<file path="src/rtl/pkdet_hold_ctl.sv">
module pkdet_hold_ctl #(
  parameter int NCH     = 5,
  parameter int CLK_HZ  = 250_000_000,
  parameter int WIN_NS  = 2000,
  parameter int RST_MIN = 3
) (
  input  logic           clk,
  input  logic           rst_n,
  input  logic           conv_pwr,
  input  logic           tele_mode,
  input  logic [NCH-1:0] thr_hit,
  input  logic [NCH-1:0] zc_neg,
  input  logic           start,
  input  logic           conv_done,
  output logic           hold,
  output logic           det_reset,
  output logic           req_win
);
  localparam int WIN_CYC = (CLK_HZ / 1000) * WIN_NS / 1_000_000;
  localparam int WW = $clog2(WIN_CYC + 1);
  localparam int RW = $clog2(RST_MIN + 1);

  logic           en, hold_q, fire, open;
  logic [NCH-1:0] armed;
  logic [WW-1:0]  win_q;
  logic [RW-1:0]  rst_q;

  assign en   = conv_pwr & tele_mode;
  assign fire = (hold_q & conv_done) | (win_q != '0 && !start && win_q == WW'(1));
  assign open = !hold_q && win_q == '0 && rst_q == '0 && |(zc_neg & armed);

  always_ff @(posedge clk) begin
    if (!rst_n || !en) begin
      hold_q <= 1'b0;
      win_q  <= '0;
      rst_q  <= '0;
      armed  <= '0;
    end else begin
      if (hold_q) begin
        if (conv_done) hold_q <= 1'b0;
      end else if (win_q != '0) begin
        if (start) begin
          hold_q <= 1'b1;
          win_q  <= '0;
        end else begin
          win_q <= win_q - WW'(1);
        end
      end else if (open) begin
        win_q <= WW'(WIN_CYC);
      end

      if (fire)            rst_q <= RW'(RST_MIN);
      else if (rst_q != '0) rst_q <= rst_q - RW'(1);

      if (fire || rst_q != '0) armed <= '0;
      else                     armed <= armed | thr_hit;
    end
  end

  assign hold      = en & hold_q;
  assign det_reset = en & (rst_q != '0);
  assign req_win   = en & (win_q != '0);

  a_r2_win_not_hold: assert property (@(posedge clk) disable iff (!rst_n)
    req_win |-> !hold);
  a_r3_hold_from_win: assert property (@(posedge clk) disable iff (!rst_n)
    $rose(hold) |-> $past(req_win && start));
  a_r3_hold_keeps: assert property (@(posedge clk) disable iff (!rst_n)
    (hold && !conv_done && en) |=> hold || !en);
  a_r6_done_resets: assert property (@(posedge clk) disable iff (!rst_n)
    (hold && conv_done && en) |=> (!hold && (det_reset || !en)));
  a_r5_rst_source: assert property (@(posedge clk) disable iff (!rst_n)
    $rose(det_reset) |-> $past(req_win || hold));
  a_r7_no_win_in_rst: assert property (@(posedge clk) disable iff (!rst_n)
    (det_reset && en) |=> !$rose(req_win));
endmodule

</file>
<file path="config.mk">
export PLATFORM = sky130hd
export DESIGN_NAME = pkdet_hold_ctl
export DESIGN_NICKNAME = d
export VERILOG_FILES = /design/src/rtl/pkdet_hold_ctl.sv
export SDC_FILE = /design/constraint.sdc
export NUM_CORES = 1
export LEC_CHECK = 0
export ABC_AREA = 1
export CORE_MARGIN = 1.5
export CORE_UTILIZATION = 30
export DETAILED_ROUTE_END_ITERATION = 7
export MAX_ROUTING_LAYER = met4
export PLACE_DENSITY = 0.56
export SYNTH_ARGS = -nofsm -noshare
export SYNTH_HDL_FRONTEND = slang
export SYNTH_SLANG_ARGS = --single-unit
export TNS_END_PERCENT = 10
</file>
<file path="constraint.sdc">
create_clock -name clk -period 1.5 [get_ports clk]
set_input_delay 0.3 -clock clk [delete_from_list [all_inputs] [get_ports clk]]
set_output_delay 0.3 -clock clk [all_outputs]
set_load 0.02 [all_outputs]
</file>
After elaboration in Yosys (flattened, before gate mapping)

Index checks and enable logic that the tools add are counted.

Register bits: 17
Input port bits: 16

Add/sub/neg operators: 2
Eq/ne operators: 1
Multiplexer cells: 9
Bitwise logic cells: 9
Reduce and logical (&&, ||, !) cells: 20

Operators by type and width:

| operator              | count |
|---|---|
| $mux W9               | 3 |
| $eq A9 B1 Y1 const B  | 1 |
| $logic_not A9 Y1      | 1 |
| $reduce_bool A9 Y1    | 1 |
| $sub A9 B1 Y9 const B | 1 |
| $reduce_bool A2 Y1    | 3 |
| $and A1 B1 Y1         | 5 |
| $and A5 B5 Y5         | 1 |
| $logic_and A1 B1 Y1   | 5 |
| $or A5 B5 Y5          | 1 |
| $reduce_or A5 Y1      | 1 |
| $logic_not A1 Y1      | 4 |
| $mux W1               | 4 |
| $mux W2               | 2 |
| $logic_not A2 Y1      | 1 |
| $logic_or A1 B1 Y1    | 2 |
| $reduce_and A2 Y1     | 1 |
| $reduce_or A2 Y1      | 1 |
| $sub A2 B1 Y2 const B | 1 |
| $not A1 Y1            | 1 |
| $or A1 B1 Y1          | 1 |

Depth between registers and ports, before layout

Gate-level depths: netlist of the first run.

Word-level depth: 6
Depth in mapped cells: 11
Gate-level depth less buffers: 11

Worst setup path before layout of the first run

No wires, ideal clock.

Kind: reg2out
Start point: reg win_q[0]
End point: out req_win
Arrival time: 1.186 ns
Setup slack: 0.014 ns
Cell stages (with the launch flop): 8
Cells stage by stage: dfxtp_1 > inv_1 > ha_1 > inv_1 > nor2_1 > nand2_4 > nor2_8 > nor2_1

Word-level cells in the longest chain between the ends: 2

Ends and longest elaborated chain:

| item                   | RTL line | RTL |
|---|---|---|
| start, declared        | 25       | `logic [WW-1:0] win_q;` |
| start signal, assigned | 46       | `win_q <= win_q - WW'(1);` |
| start signal, assigned | 49       | `win_q <= WW'(WIN_CYC);` |
| $reduce_bool A9 Y1     | 62       | `assign req_win = en & (win_q != '0);` |
| $and A1 B1 Y1          | 62       |  |
| end, declared          | 17       | `output logic req_win` |

Every way passes these cells.

Worst setup path after layout of the first run

Same ends and word-level chain as after synthesis.

==> key figures, run 1 <==
Floorplan
  – IO Pins: 19
  – Core Area: 0.00334 mm^2
  – Die span in y: 62.1 um
  – Die span in x: 62.1 um
  – DIE AREA: 0.00385 mm^2
  – Initial Util: 31.3%
  – Cell row count: 21

Power and ir drop
  – Static Leak: 0.743 nW
  – Power per cell area: 973 mW/mm^2
  – Worst vdd ir: 0.483 mV

Critical path
  – Setup crit end kind: primary output
  – R2R Setup Slk: -60 ps
  – Critical path required time: 1200 ps
  – Setup crit start kind: flip-flop
  – WS Path Type: flip-flop to primary output
  – Worst-path fanout max: 2
  – CP arrival: 1370 ps

Flow run
  – Max cap viols: 0

Synth
  – Distinct cells, synth: 23
  – Syn. warnings: 0
  – Post-Syn Area: 0.00105 mm^2
  – Synth Area in Compound Gates: 10.5%
  – Yosys reg bits: 17
  – Sequential-to-total area share from yosys stat: 32.5%
  – Synth Area in Adders: 4.78%
  – Syn Inst Count: 158
  – Syn nets: 178
  – Synth Area in Simple Gates: 42.6%
  – XOR/XNOR Fraction of Synth Area: 1.67%
  – Post-synthesis mux area share: 0%
  – Largest family of logic cells by synthesized area: simple AND/OR/NAND/NOR gates
  – Syn Area/Cell: 6.62 um^2

CTS
  – Clock buffer depth: 2
  – CTS tree: built
  – CTS Buf Count: 3
  – CTS sink count: 17
  – Worst-Skew Late Latency: 310 ps
  – H-tree levels: 1
  – CTS Hold Bufs: 0
  – CTS clock-pin slew for the worst setup and hold paths: 110 ps
  – Clock tree root buffer cell: clkbuf_4

STA
  – RSZ-0062 raised after global routing: yes
  – Worst Setup Slack, final: -174 ps
  – Crit share post-route: 112%
  – Slew Viols, Final: 0
  – Final Critical Period: 1670 ps
  – Final setup skew: 10.1 ps
  – Endpoints failing setup: 15
  – Final hold vios: 0
  – Fmax: 597 MHz
  – Slew HR: 84.4%
  – Total negative slack: -754 ps
  – Worst slew pin tran: 234 ps

Routing
  – Post-route DRC: 0
  – Vias post-DR: 1,133
  – Final WL: 2620 um
  – 1st-iter DRT viols: 25
  – Routed WL per cell: 10.3 um
  – Via-to-Cell Ratio: 4.44
  – DRT antenna net count: 0
  – TritonRoute pass-1 iters: 4

Global route
  – GRT Total Usage: 15.2%
  – First-pass GRT wire length: 4180 um
  – Total gr overflow: 0
  – Largest net degree at the start of global routing: 11
  – Vias in the first global route: 1,057
  – Initial antenna violation count: 0

Placement
  – RePlAce Congestion: 0.893
  – I/O Buffers: 18
  – Post-DP HPWL: 2070 um

Run status
  – Status: finished, violations left
  – Failing checks: setup timing

Final layout
  – Net count, final: 230
  – Fin util: 47.4%
  – Fraction of layout cells with a size suffix above 1: 32.1%
  – Area grow syn2layout: 51.3%
  – N_diodes: 0
  – Fillcell total: 352

Worst hold path
  – Hold Path Class: flip-flop to flip-flop
critical path: stages, from the launching register on:
cell and delay (ps):
dfxtp_2 340, inv_2 80, ha_4 160, inv_4 40, nor2_4 100, nand2_4 80, nor2_8 110, nor2_2 40
buf_6 120
where the power goes:
| part | leakage, nW | total (mW) | internal (mW) | switching, mW |
|---|---|---|---|---|
| sequential | 0.139 | 0.491 | 0.476 | 0.0154 |
| clock | 0.0177 | 0.260 | 0.0996 | 0.161 |
| combinational | 0.586 | 0.789 | 0.366 | 0.423 |
| total | 0.743 | 1.54 | 0.941 | 0.599 |
stage by stage:
| stage | cell area (um^2) | cells | power [mW] | setup WS [ps] | hold WS (ps) |
|---|---|---|---|---|---|
| 3_5_place_dp | 1480 | 248 | 1.20 | -368 | 469 |
| 5_1_grt | 1580 | 255 | 1.65 | -227 | 517 |
| 6_report | 1580 | 255 | 1.54 | -174 | 480 |
| 4_1_cts | 1540 | 254 | 1.48 | -174 | 483 |
| 2_1_floorplan | 1050 | 158 | 0.951 | 14.1 | 435 |
| 3_3_place_gp | 1480 | 248 | 1.20 | -361 | 460 |
final cells by class:
type	count	area, um^2	share of cell area [%]
multi-input combinational	119	669	42.3
timing repair buffer	47	399	25.2
sequential	17	344	21.7
inverter	22	85.1	5.38
tap	46	57.6	3.64
clock buffer	3	22.5	1.42
clock inverter	1	5.00	0.316
placed cells by master (no fill, tap or decap), types with 2 or more instances in the layout:
cell type        count
buf_6                3
ha_2                 2
inv_1               18
inv_2                3
dfxtp_1             14
nor2_2               3
clkbuf_4             3
nor3_1               2
nand3_1             11
nand2_2              5
nand4_1              4
o21ai_0              8
nand2_4              3
clkdlybuf4s50_1     15
dfxtp_2              3
a21oi_2              4
nand2_1             37
a21oi_1              5
nor2_4               2
buf_4               28
nor2_1              24
synth_stat cells:
cell type  count  area share [%]
nand2_1       39              14
nor2_1        27             9.7
inv_1         21             7.5
dfxtp_1       17              33
nand3_1       11             5.3
a21oi_1        8             3.8
o21ai_0        8             3.8
ha_1           4             4.8
nand4_1        4             2.4
nand2_2        3             1.8
nand2_4        3             3.2
nor3_1         2            0.96
a21oi_2        1            0.84
and3_2         1            0.72
inv_2          1            0.36
nor2_2         1            0.60
nor2_4         1             1.1
nor2_8         1             1.9
nor3_2         1            0.96
o21ai_1        1            0.48
o21ai_4        1             1.6
xnor2_1        1            0.84
xor2_1         1            0.84
kinds of logic (layout without fill, tap and decap cells):
| group | after synthesis | after routing |
|---|---|---|
| AND/OR/NAND/NOR | 94 | 94 |
| buffers and inverters | 22 | 73 |
| AO/OA/AOI/OAI | 19 | 19 |
| flip-flops | 17 | 17 |
| adder cells (fa/ha/maj) | 4 | 4 |
| XOR/XNOR | 2 | 2 |
timing repair:
action	CTS	global route
setup buffers	2	1
setup endpoints to repair	17	18
resized for setup	25	12
pin swaps	2	5
per-layer routing:
layer / vias to the layer above / routed length [um] / track usage, %
met5: - / 0 / -
met4: 0 / 30 / 7.29
met3: 3 / 84 / 2.07
met2: 23 / 1350 / 26.6
met1: 507 / 1150 / 16.8
li1: 600 / - / -
path summary, 6_finish.rpt:
| check | from | depth (start not counted) | end |
|---|---|---|---|
| worst max-delay path | win_q[0]$_SDFFE_PP0P_ | 8 | req_win |
| worst min-delay path | armed[3]$_SDFF_PP0_ | 2 | armed[3]$_SDFF_PP0_ |
| worst max register to register | win_q[1]$_SDFFE_PP0P_ | 8 | armed[4]$_SDFF_PP0_ |
| worst min register to register | armed[3]$_SDFF_PP0_ | 2 | armed[3]$_SDFF_PP0_ |
state kept, by name, indices dropped and copies added, names as in the netlist:
| signal | flops |
|---|---|
| win_q | 9 |
| armed | 5 |
| hold_q | 1 |
| rst_q | 2 |
Note: power is estimated with default switching activity, not from simulation.
==> inputs of run 2 (changes only) <==
--- a/config.mk
+++ b/config.mk
@@ -7,9 +7,12 @@
 export LEC_CHECK = 0
 export ABC_AREA = 1
+export CELL_PAD_IN_SITES_DETAIL_PLACEMENT = 0
+export CELL_PAD_IN_SITES_GLOBAL_PLACEMENT = 1
 export CORE_MARGIN = 1.5
 export CORE_UTILIZATION = 30
 export DETAILED_ROUTE_END_ITERATION = 7
 export MAX_ROUTING_LAYER = met4
-export PLACE_DENSITY = 0.56
+export PLACE_DENSITY = 0.74
+export SLEW_MARGIN = 40
 export SYNTH_ARGS = -nofsm -noshare
 export SYNTH_HDL_FRONTEND = slang
==> constraint.sdc (replaced) <==
create_clock -name clk -period 1.5 [get_ports clk]
set_input_delay 0.3 -clock clk [delete_from_list [all_inputs] [get_ports clk]]
set_output_delay 0.3 -clock clk [all_outputs]
set_load 0.005 [all_outputs]
==> key figures, run 2 (same netlist as run 1, synthesis figures left out) <==
Critical path
  – Worst-path fanout max: 2 (unchanged)
  – Worst path slowest cell: dfxtp_2
  – Setup crit end kind: primary output
  – Worst R2R Path Depth: 7 (-1)
  – WS Path Type: flip-flop to primary output
  – Crit-path max cell delay: 340 ps (about the same)
  – R2R Setup Slk: 10 ps (+70 ps)
  – CP dominant cell by count: inv_2
  – R2R Path Start: win_q[1]$_SDFFE_PP0P_
  – Crit Reg-Reg Endpoint: armed[0]$_SDFF_PP0_
  – Worst path cell trace: inv_2, ha_4, inv_2, nor2_4, nand2_4, nor2_8, nor2_1, clkbuf_2
  – CP arrival: 1280 ps (-90 ps)
  – Critical path required time: 1200 ps (about the same)
  – Setup crit start kind: flip-flop
  – Worst Setup SP: win_q[1]$_SDFFE_PP0P_

CTS
  – Clock tree root buffer cell: clkbuf_4
  – CTS tree: built
  – Clock buffer depth: 2 (unchanged)
  – Worst-Skew Late Latency: 290 ps (-20 ps)
  – CTS Buf Count: 3 (unchanged)
  – H-tree levels: 1 (unchanged)
  – CTS clock-pin slew for the worst setup and hold paths: 100 ps (about the same)
  – CTS Hold Bufs: 0 (unchanged)
  – CTS sink count: 17 (unchanged)

Routing
  – Metal-1 WL: 1160 um (+0.26%)
  – Met2 WL: 1360 um (+0.59%)
  – Routed WL per cell: 10.7 um (+4.4%)
  – Met3 Routed Length: 141 um (+68%)
  – Vias post-DR: 1,142 (+0.79%)
  – TritonRoute pass-1 iters: 4 (unchanged)
  – Via-to-Cell Ratio: 4.51 (+1.6%)
  – 1st-iter DRT viols: 50 (+100%)
  – Highest routed layer: met4
  – Final WL: 2710 um (+3.5%)
  – Post-route DRC: 0 (unchanged)
  – DRT antenna net count: 0 (unchanged)

STA
  – Slew Viols, Final: 0 (unchanged)
  – Endpoints failing setup: 2 (-13)
  – Final Critical Period: 1580 ps (-90.6 ps)
  – Slew HR: 82.6% (-1.7 points)
  – Crit share post-route: 106% (-6.0 points)
  – Fmax: 631 MHz (+5.7%)
  – Worst Setup Slack, final: -83.7 ps (+90.6 ps)
  – Final setup skew: 1.05 ps (-9.07 ps)
  – Worst slew pin tran: 260 ps (+26.7 ps)
  – Hold slack: 468 ps (-12.1 ps)
  – RSZ-0062 raised after global routing: yes
  – Final hold vios: 0 (unchanged)

Power and ir drop
  – Power per cell area: 948 mW/mm^2 (-2.6%)
  – Static Leak: 0.732 nW (-1.5%)
  – Worst vdd ir: 0.350 mV (-27%)
  – Total power: 1.48 mW (-4.1%)
  – Sequential power share: 33.3% (+1.4 points)
  – Net switching power: 0.572 mW (-4.4%)
  – Sw frac: 38.8% (-0.12 points)
  – Logic pwr share: 49.5% (-1.7 points)
  – Clock network power share: 17.3% (+0.4 points)
  – Internal power: 0.904 mW (-3.9%)

Floorplan
  – Core Area: 0.00334 mm^2 (unchanged)
  – DIE AREA: 0.00385 mm^2 (unchanged)
  – Die span in x: 62.1 um (unchanged)
  – Initial Util: 31.3% (unchanged)
  – Die span in y: 62.1 um (unchanged)
  – Cell row count: 21 (unchanged)
  – IO Pins: 19 (unchanged)

Flow run
  – Max cap viols: 0 (unchanged)

Final layout
  – Fraction of layout cells with a size suffix above 1: 29.0% (-3.1 points)
  – Largest regs: win_q (9), armed (5), rst_q (2)
  – Fin util: 46.7% (-0.75 points)
  – N_diodes: 0 (unchanged)
  – Most frequent cells in the layout: nand2_1 (38), nor2_1 (26), buf_4 (26)
  – Max reg flops: 9 (unchanged)
  – Top reg by flops: win_q
  – Area grow syn2layout: 48.9%
  – Net count, final: 228 (-0.87%)
  – Most common cell after layout, fill and taps aside: nand2_1
  – Fin cells: 253 (-0.78%)

Placement
  – I/O Buffers: 18 (unchanged)
  – Post-DP HPWL: 2190 um (+5.8%)
  – Dpl ws: -261 ps (+107 ps)
  – RePlAce Congestion: 0.869 (-2.7%)
  – Post-Place Cells: 247 (-0.40%)

Global route
  – First-pass GRT wire length: 4580 um (+9.6%)
  – Initial antenna violation count: 0 (unchanged)
  – Total gr overflow: 0 (unchanged)
  – Vias in the first global route: 1,106 (+4.6%)
  – Largest net degree at the start of global routing: 10 (-1)
  – GRT Total Usage: 16.8% (+1.6 points)

Worst hold path
  – Hold endpoint: win_q[6]$_SDFFE_PP0P_
  – Hold Path Class: input port to flip-flop
  – Hold Crit Start: conv_pwr
  – WHS Path Cells: 4 (+2)

Run status
  – Status: finished, violations left
  – Failing checks: setup timing
## run 2: changes by cell type in the layout (fill, tap and decap cells not counted), sizes merged
cell / change
clkinv: -1
buf: -5
dlymetal6s2s: +1
clkdlybuf4s50: -1
clkdlybuf4s15: +2
clkbuf: +2
## run 2: timing repair
action | CTS | global route
pin swaps | 2 | 5
gates resized for setup | 15 | 12
setup endpoints to repair | 16 | 19
setup buffers | 2 | 1
## run 2: power groups by stage
stage	Sequential (mW)	Clock, mW	Combinational (mW)
final	0.491	0.255	0.731
after detailed placement	0.500	0	0.694
after floorplan	0.504	0	0.442
after global routing	0.494	0.287	0.819
after global placement	0.499	0	0.695
after CTS	0.491	0.274	0.708
## run 2: layout make-up
| cell class | instances | area (um^2) |
|---|---|---|
| fill | 359 | 1780 |
| tap | 46 | 57.6 |
| timing repair buffer | 45 | 385 |
| clock buffer | 4 | 26.3 |
| multi-input combinational | 119 | 662 |
| inverter | 22 | 82.6 |
| sequential | 17 | 344 |
## run 2: worst max-delay path by stage
stage | to | slack [ps] | cells after the start
after global routing | req_win | -170 | 8
final | req_win | -80 | 8
after floorplan | win_q[1]$_SDFFE_PP0P_ | 60 | 11
after detailed placement | req_win | -260 | 4
after global placement | req_win | -260 | 4
after CTS | req_win | -260 | 8
## run 2: worst max-delay path, delay by kind of cell (launching register included)
family                     cells  cell delay, ps
buffers and inverters          3             220
DFF                            1             340
and+or+nand+nor                4             290
adders and majority gates      1             140
## run 2: routing by layer
metal | global-route usage (%) | vias to the layer above
met3 | 2.07 | 6
met4 | 8.81 | 0
met1 | 19.5 | 511
li1 | - | 594
met2 | 28.1 | 31
met5 | - | -
## run 2: per-stage QoR
step / area [um^2] / setup TNS [ps]
floorplan: 1050 / 0
global placement: 1470 / -1300
detailed placement: 1470 / -1370
CTS: 1530 / -858
global route: 1560 / -910
finish: 1560 / -87.7
